`src/rtl/uel_pkg.sv`:
```
// Package: shared entry type and pure helper functions for the
// uncorrectable error log. Assumes 32-bit status and four 32-bit dwords
// for both header and prefix.
package uel_pkg;

    localparam int STAT_W  = 32;
    localparam int PTR_W   = 5;
    localparam int NDW     = 4;
    localparam int LOG_W   = NDW * 32;

    typedef struct packed {
        logic [STAT_W-1:0] status;
        logic              hdr_vld;
        logic              pfx_vld;
        logic [LOG_W-1:0]  hdr;
        logic [LOG_W-1:0]  pfx;
    } uel_entry_t;

    // Index of the lowest set bit (0 when none is set)
    function automatic logic [PTR_W-1:0] low_index(input logic [STAT_W-1:0] v);
        logic [PTR_W-1:0] idx;
        idx = '0;
        for (int i = STAT_W - 1; i >= 0; i--) begin
            if (v[i]) idx = PTR_W'(i);
        end
        return idx;
    endfunction

    // Reverse the byte order inside every dword, keeping dword positions
    function automatic logic [LOG_W-1:0] swap_dwords(input logic [LOG_W-1:0] v);
        logic [LOG_W-1:0] o;
        for (int k = 0; k < NDW; k++) begin
            for (int b = 0; b < 4; b++) begin
                o[32*k + 8*b +: 8] = v[32*k + 8*(3-b) +: 8];
            end
        end
        return o;
    endfunction

endpackage

```
`src/rtl/uel_queue.sv`:
```
// Module: uel_queue
// Bounded FIFO of pending error entries, kept as a shift array so the
// oldest entry always sits in slot 0. Supports flush, push, pop and
// pop+push in one cycle. Assumes the caller never pops an empty queue and
// never pushes a full one without a pop or flush in the same cycle.
// DEPTH of zero builds no storage and reports the queue as full and empty.
module uel_queue
    import uel_pkg::*;
#(
    parameter int DEPTH = 4,
    localparam int CW   = (DEPTH > 0) ? $clog2(DEPTH + 1) : 1
) (
    input  logic          clk,
    input  logic          rst_n,
    input  logic          flush,
    input  logic          push,
    input  logic          pop,
    input  uel_entry_t    din,
    output uel_entry_t    head,
    output logic          empty,
    output logic          full,
    output logic [STAT_W-1:0] stat_or,
    output logic [CW-1:0] cnt
);

    generate
        if (DEPTH == 0) begin : g_none
            assign head    = '0;
            assign empty   = 1'b1;
            assign full    = 1'b1;
            assign stat_or = '0;
            assign cnt     = '0;
        end else begin : g_fifo
            uel_entry_t      slots [DEPTH+1];
            uel_entry_t      nxt   [DEPTH];
            logic [CW-1:0]   cnt_q;

            // Next value of every slot for flush, pop, push and pop+push
            always_comb begin
                for (int i = 0; i < DEPTH; i++) begin
                    nxt[i] = slots[i];
                    if (flush) begin
                        if (push && i == 0) nxt[i] = din;
                    end else if (pop) begin
                        nxt[i] = slots[i+1];
                        if (push && cnt_q == CW'(i + 1)) nxt[i] = din;
                    end else if (push && cnt_q == CW'(i)) begin
                        nxt[i] = din;
                    end
                end
            end

            // Slot storage update
            always_ff @(posedge clk) begin
                if (!rst_n) begin
                    for (int i = 0; i <= DEPTH; i++) slots[i] <= '0;
                end else begin
                    for (int i = 0; i < DEPTH; i++) slots[i] <= nxt[i];
                end
            end

            // Occupancy counter
            always_ff @(posedge clk) begin
                if (!rst_n)      cnt_q <= '0;
                else if (flush)  cnt_q <= push ? CW'(1) : '0;
                else if (push && !pop) cnt_q <= cnt_q + CW'(1);
                else if (pop && !push) cnt_q <= cnt_q - CW'(1);
            end

            // OR of the status of all occupied slots
            always_comb begin
                stat_or = '0;
                for (int i = 0; i < DEPTH; i++) begin
                    if (CW'(i) < cnt_q) stat_or = stat_or | slots[i].status;
                end
            end

            assign head  = slots[0];
            assign empty = (cnt_q == '0);
            assign full  = (cnt_q == CW'(DEPTH));
            assign cnt   = cnt_q;
        end
    endgenerate

endmodule

```
`src/rtl/uel_log.sv`:
```
// Module: uel_log
// Visible log registers: first error pointer, header log, prefix log and
// the prefix-present bit. Load takes priority over clear. Assumes the
// loaded status is one-hot.
module uel_log
    import uel_pkg::*;
(
    input  logic             clk,
    input  logic             rst_n,
    input  logic             load,
    input  logic             clear,
    input  uel_entry_t       ent,
    input  logic             pfx_sup,
    output logic [PTR_W-1:0] fep,
    output logic             pfx_present,
    output logic [LOG_W-1:0] hdr_log,
    output logic [LOG_W-1:0] pfx_log
);

    logic keep_pfx;
    assign keep_pfx = ent.pfx_vld && pfx_sup;

    // Log register update from a load or a clear
    always_ff @(posedge clk) begin
        if (!rst_n || (clear && !load)) begin
            fep         <= '0;
            pfx_present <= 1'b0;
            hdr_log     <= '0;
            pfx_log     <= '0;
        end else if (load) begin
            fep         <= low_index(ent.status);
            hdr_log     <= ent.hdr_vld ? swap_dwords(ent.hdr) : '0;
            pfx_log     <= keep_pfx ? swap_dwords(ent.pfx) : '0;
            pfx_present <= keep_pfx;
        end
    end

endmodule

```
`src/rtl/uerr_first_log.sv`:
```
// Module: uerr_first_log
// Keeps the first uncorrectable error pointer and its header/prefix log,
// queues later errors while multiple header recording is on, pops them
// when software clears the pointed status bit, and reports the status
// bits to set again. Assumes the status register is held outside and
// stat_val shows its value after the write flagged by stat_wr.
module uerr_first_log
    import uel_pkg::*;
#(
    parameter int DEPTH     = 4,
    parameter int MAX_DEPTH = 32,
    localparam int EFF_DEPTH = (DEPTH > MAX_DEPTH) ? MAX_DEPTH : DEPTH,
    localparam int CW        = (EFF_DEPTH > 0) ? $clog2(EFF_DEPTH + 1) : 1
) (
    input  logic         clk,
    input  logic         rst_n,
    input  logic         rec_en,
    input  logic         pfx_sup,
    input  logic         cap_wr,
    input  logic         log_req,
    input  logic [31:0]  log_status,
    input  logic         log_hdr_vld,
    input  logic         log_pfx_vld,
    input  logic [127:0] log_hdr,
    input  logic [127:0] log_pfx,
    input  logic         stat_wr,
    input  logic [31:0]  stat_val,
    output logic [4:0]   fep,
    output logic         pfx_present,
    output logic [127:0] hdr_log,
    output logic [127:0] pfx_log,
    output logic         overflow,
    output logic         reassert_vld,
    output logic [31:0]  reassert_mask,
    output logic         mhr_cap
);

    uel_entry_t      new_ent, head, load_ent;
    logic            q_empty, q_full;
    logic [STAT_W-1:0] q_or;
    logic [CW-1:0]   q_cnt;
    logic            rec_eff, ptr_set, clr_evt;
    logic            pop, push_want, push, load, clear;

    assign mhr_cap = (EFF_DEPTH > 0);
    assign rec_eff = rec_en && mhr_cap;

    // Pack the incoming request into an entry
    always_comb begin
        new_ent.status  = log_status;
        new_ent.hdr_vld = log_hdr_vld;
        new_ent.pfx_vld = log_pfx_vld;
        new_ent.hdr     = log_hdr;
        new_ent.pfx     = log_pfx;
    end

    // Decide pop, push, load and clear for this cycle
    always_comb begin
        ptr_set   = stat_val[fep];
        clr_evt   = stat_wr && !ptr_set;
        pop       = clr_evt && rec_eff && !q_empty && !cap_wr;
        push_want = log_req && rec_eff && (ptr_set || pop);
        push      = push_want && (!q_full || pop || cap_wr);
        load      = pop || (log_req && !push_want);
        clear     = clr_evt && !load;
        load_ent  = pop ? head : new_ent;
    end

    uel_queue #(.DEPTH(EFF_DEPTH)) u_queue (
        .clk     (clk),
        .rst_n   (rst_n),
        .flush   (cap_wr),
        .push    (push),
        .pop     (pop),
        .din     (new_ent),
        .head    (head),
        .empty   (q_empty),
        .full    (q_full),
        .stat_or (q_or),
        .cnt     (q_cnt)
    );

    uel_log u_log (
        .clk         (clk),
        .rst_n       (rst_n),
        .load        (load),
        .clear       (clear),
        .ent         (load_ent),
        .pfx_sup     (pfx_sup),
        .fep         (fep),
        .pfx_present (pfx_present),
        .hdr_log     (hdr_log),
        .pfx_log     (pfx_log)
    );

    // Overflow pulse and status re-assert pulse with its mask
    always_ff @(posedge clk) begin
        if (!rst_n) begin
            overflow      <= 1'b0;
            reassert_vld  <= 1'b0;
            reassert_mask <= '0;
        end else begin
            overflow      <= push_want && !push;
            reassert_vld  <= stat_wr && rec_eff && !q_empty && !cap_wr;
            reassert_mask <= (stat_wr && rec_eff && !cap_wr) ? q_or : '0;
        end
    end

endmodule

```
`config.mk`:
```
export PLATFORM = sky130hd
export DESIGN_NAME = uerr_first_log
export DESIGN_NICKNAME = d
export VERILOG_FILES = /design/src/rtl/uel_pkg.sv /design/src/rtl/uel_queue.sv /design/src/rtl/uel_log.sv /design/src/rtl/uerr_first_log.sv
export SDC_FILE = /design/constraint.sdc
export NUM_CORES = 2
export LEC_CHECK = 0
export BUFFER_PORTS_ARGS = -buffer_cell sky130_fd_sc_hd__buf_4
export CAP_MARGIN = 10
export CORE_ASPECT_RATIO = 0.9
export CORE_MARGIN = 3
export CORE_UTILIZATION = 40
export CTS_CLUSTER_DIAMETER = 150
export DETAILED_ROUTE_END_ITERATION = 10
export GPL_TIMING_DRIVEN = 0
export HOLD_SLACK_MARGIN = 0.1
export PLACE_DENSITY = 0.55
export SLEW_MARGIN = 0
export SYNTH_ARGS = -nofsm -noshare
export SYNTH_HDL_FRONTEND = slang
export SYNTH_SLANG_ARGS = --single-unit
```
`constraint.sdc`:
```
create_clock -name clk -period 3.7 [get_ports clk]
set_clock_uncertainty 0.2 [all_clocks]
set_input_delay 0.74 -clock clk [delete_from_list [all_inputs] [get_ports clk]]
set_output_delay 0.74 -clock clk [all_outputs]
set_load 0.02 [all_outputs]
```
==> summary.txt <==
status -> complete, but fails checks
failing checks -> design-rule violations, negative setup slack
gpl congestion -> 0.913
max-cap viol count -> 0
final worst-path cycle share -> 116%
number of synthesized flops with an enable pin -> 0
vias in the first global route -> 54844
DR vias/cell -> 5.98
share of the yosys chip area belonging to registers -> 50.0%
I/O Pins -> 626
DRT Pass-1 Iters -> 11
Die Wd -> 409 um
H-tree depth -> 4
Post-Syn Instances -> 6579
P_sw -> 0.00931 W
area occupied by multi-input gates -> 0.0264 mm^2
worst setup path class -> flip-flop to flip-flop
Fillers -> 13302
Die Y -> 368 um
R2R Setup Slk -> -610 ps
fin. max-slew vios -> 0
Final Hold Viols -> 0
Longest Clk Path Bufs -> 3
switching share of power -> 25.8%
setup TNS -> -445960 ps
initial DRC count -> 8137
crit path max fanout -> 10
fmax -> 232 MHz
first-pass GRT wire length -> 372 mm
clk_lat worst skew -> 790 ps
Initial Utilization -> 40.4%
Main synth FF type -> dfxtp_1
crit path from -> u_log.fep[1]
TritonCTS Sinks -> 1459
pin count of the biggest net entering global routing -> 17
Worst slew margin -> 7.04%
TritonCTS clock tree -> done
Mapped Nets -> 6913
Syn Area/Cell -> 8.88 um^2
Leakage -> 33.0 nW
Floorplan Core Area -> 0.145 mm^2
grt total ovfl -> 0
routed via count -> 58851
FF+latch count, synth -> 1459
Setup Viol. Count Final -> 1450
power consumption -> 0.0361 W
final period demand of the worst path -> 4310 ps
VDD IR max -> 0.000460 V
Fin Hold WS -> 222 ps
drc violations -> 3
CP endpoint -> u_log.fep[3]
worst reg-to-reg path cell count -> 15
Worst-path clk slew -> 60 ps
post-synthesis cell area -> 0.0584 mm^2
Comb power frac -> 10.6%
worst slew pin tran -> 1390 ps
DR WL/cell -> 26.8 um
nets -> 8105
PD cells -> 460 mW/mm^2
Detail Route Antenna Nets -> 0
row count -> 132
clk root buf -> clkbuf_16
Reg area -> 0.0292 mm^2
async set-reset flop share out of synthesis -> 0%
clock share of power -> 44.1%
unrepaired setup endpoints after global routing -> true
unique cell type count in the Yosys netlist -> 60
HP Class -> input pin to flip-flop
Port-buffer cells -> 622
synth warn -> 0
Worst Setup Start Kind -> flip-flop
Int Pwr -> 0.0267 W
Syn-to-layout area delta -> 34.3%
ratio of cells with drive above 1 in the final layout -> 20.2%
Crit. End Element -> flip-flop
GRT Overall Usage -> 32.7%
final WL -> 264 mm
dpl hpwl -> 184 mm
RR Startpoint -> u_log.fep[1]
Final WS setup -> -609 ps
CP required -> 4150 ps
initial antenna violation count -> 22
Num CTS Buffers -> 158
DIE AREA -> 0.151 mm^2
WP data arrival -> 4760 ps
Seq pwr share -> 45.3%
worst reg2reg endpoint -> u_log.fep[3]
registers in the layout (all words and copies together), names as in the netlist:
| name | cells |
|---|---|
| u_log.pfx_present | 1 |
| overflow | 1 |
| u_queue.cnt | 3 |
| u_log.pfx_log | 128 |
| u_log.fep | 5 |
| reassert_mask | 32 |
| u_log.hdr_log | 128 |
| u_queue.g_fifo.slots | 1160 |
| reassert_vld | 1 |
worst min-delay path by stage:
stage,depth (start not counted),end,start
after global routing,2,u_queue.g_fifo.slots[0][366],u_queue.g_fifo.slots[0][656]
after global placement,2,u_queue.g_fifo.slots[0][364],u_queue.g_fifo.slots[0][654]
after floorplan,2,u_queue.g_fifo.slots[0][335],u_queue.g_fifo.slots[0][625]
after detailed placement,2,u_queue.g_fifo.slots[0][364],u_queue.g_fifo.slots[0][654]
after CTS,3,u_queue.g_fifo.slots[0][268],log_status[10]
final,3,u_queue.g_fifo.slots[0][268],log_status[10]
layout make-up:
cell class / instances / share of cell area (%)
inverters: 329 / 1.58
well taps: 1943 / 3.10
clock inverters: 38 / 0.517
flip-flops and latches: 1459 / 37.3
multi-input cells: 4165 / 33.6
clock buffers: 237 / 6.00
diodes: 14 / 0.0447
plain buffers: 620 / 5.74
repair buffers: 1038 / 12.1
metal layers:
metal  global-route usage (%)  vias to the layer above  wire [um]
met4                     13.1                       10      10300
met5                        0                        -         69
met3                     7.75                      501      26400
met2                     49.6                     3022     115000
li1                         -                    26529          -
met1                     44.8                    28789     113000
metrics by stage:
stage	utilization [%]	area [um^2]	setup slack, ps	cells
global route	54.2	78400	-631	9832
floorplan	-	58400	512	6579
CTS	52.6	76000	-274	9757
detailed placement	45.5	65700	-3460	9156
finish	54.3	78400	-609	9843
global placement	45.3	65500	-4950	9144
critical path, stage by stage (launching register included):
cell,delay [ps]
dfxtp_4,420
buf_12,170
buf_4,140
buf_12,100
buf_4,120
mux2i_1,250
a21oi_2,210
and3_1,250
clkbuf_1,220
nor3_4,490
buf_6,290
clkbuf_8,300
clkbuf_8,300
a31oi_1,130
a21oi_2,400
o21ai_0,150
cells by family (layout without fill, tap and decap cells):
family | count (synthesis) | in the layout | share of synthesized area, %
compound gates | 2378 | 2378 | 29.9
flops | 1459 | 1459 | 50.0
simple gates | 1628 | 1629 | 10.7
xor+xnor | 1 | 1 | 0.0150
fa+ha+maj | 5 | 5 | 0.107
mux | 151 | 151 | 2.59
other cells | 1 | 15 | 0.00642
buf+inv | 956 | 2262 | 6.61
cell usage in the layout (no fill, tap or decap), drive strengths merged, types with 18 or more instances in the layout:
| master | count |
|---|---|
| o21ai | 502 |
| nand2 | 1078 |
| a21oi | 322 |
| buf | 955 |
| a21o | 131 |
| o2bb2ai | 196 |
| clkinv | 26 |
| a22oi | 507 |
| inv | 333 |
| dfxtp | 1459 |
| mux2i | 149 |
| clkbuf | 651 |
| nor2 | 484 |
| o221ai | 130 |
| a222oi | 311 |
| a311oi | 110 |
| nor3 | 18 |
| dlygate4sd3 | 289 |
| o2bb2a | 116 |
cells in the mapped netlist, types with 6 or more instances:
library cell	number	area, um^2
nor4_1	9	56.3
nor2_1	484	1820
a31oi_1	6	37.5
o21ai_0	498	2490
mux2i_1	149	1490
and2_1	6	37.5
o2bb2a_1	116	1160
a222oi_1	311	3110
a21o_1	131	983
o211ai_1	6	45.0
buf_1	27	101
nor3_1	16	80.1
a21oi_1	321	1610
o211a_1	6	60.1
buf_2	126	631
dfxtp_1	1459	29200
buf_6	13	146
nand2_1	1078	4050
nand3_1	12	60.1
a22oi_1	507	3810
o221ai_1	130	1140
o2bb2ai_1	196	1720
o31ai_1	9	67.6
inv_1	329	1230
a311oi_1	109	955
clkbuf_1	458	1720
power groups by stage:
stage               clock network, W  logic (W)  registers [W]
finish                        0.0159    0.00383         0.0163
CTS                           0.0161    0.00352         0.0163
floorplan                          0    0.00138         0.0167
global placement                   0    0.00302         0.0166
global route                  0.0166    0.00404         0.0163
detailed placement                 0    0.00307         0.0166
timing repair:
action / 4_1_cts / 5_1_grt
setup buffers: 35 / 43
pin swaps: 144 / 143
endpoints found under the setup margin: 1426 / 1442
gates resized for setup: 629 / 574
hold endpoints to repair: 1087 / 0
gates cloned: 6 / 32
hold buffers: 289 / 0
Note: power is estimated with default switching activity, not from simulation.
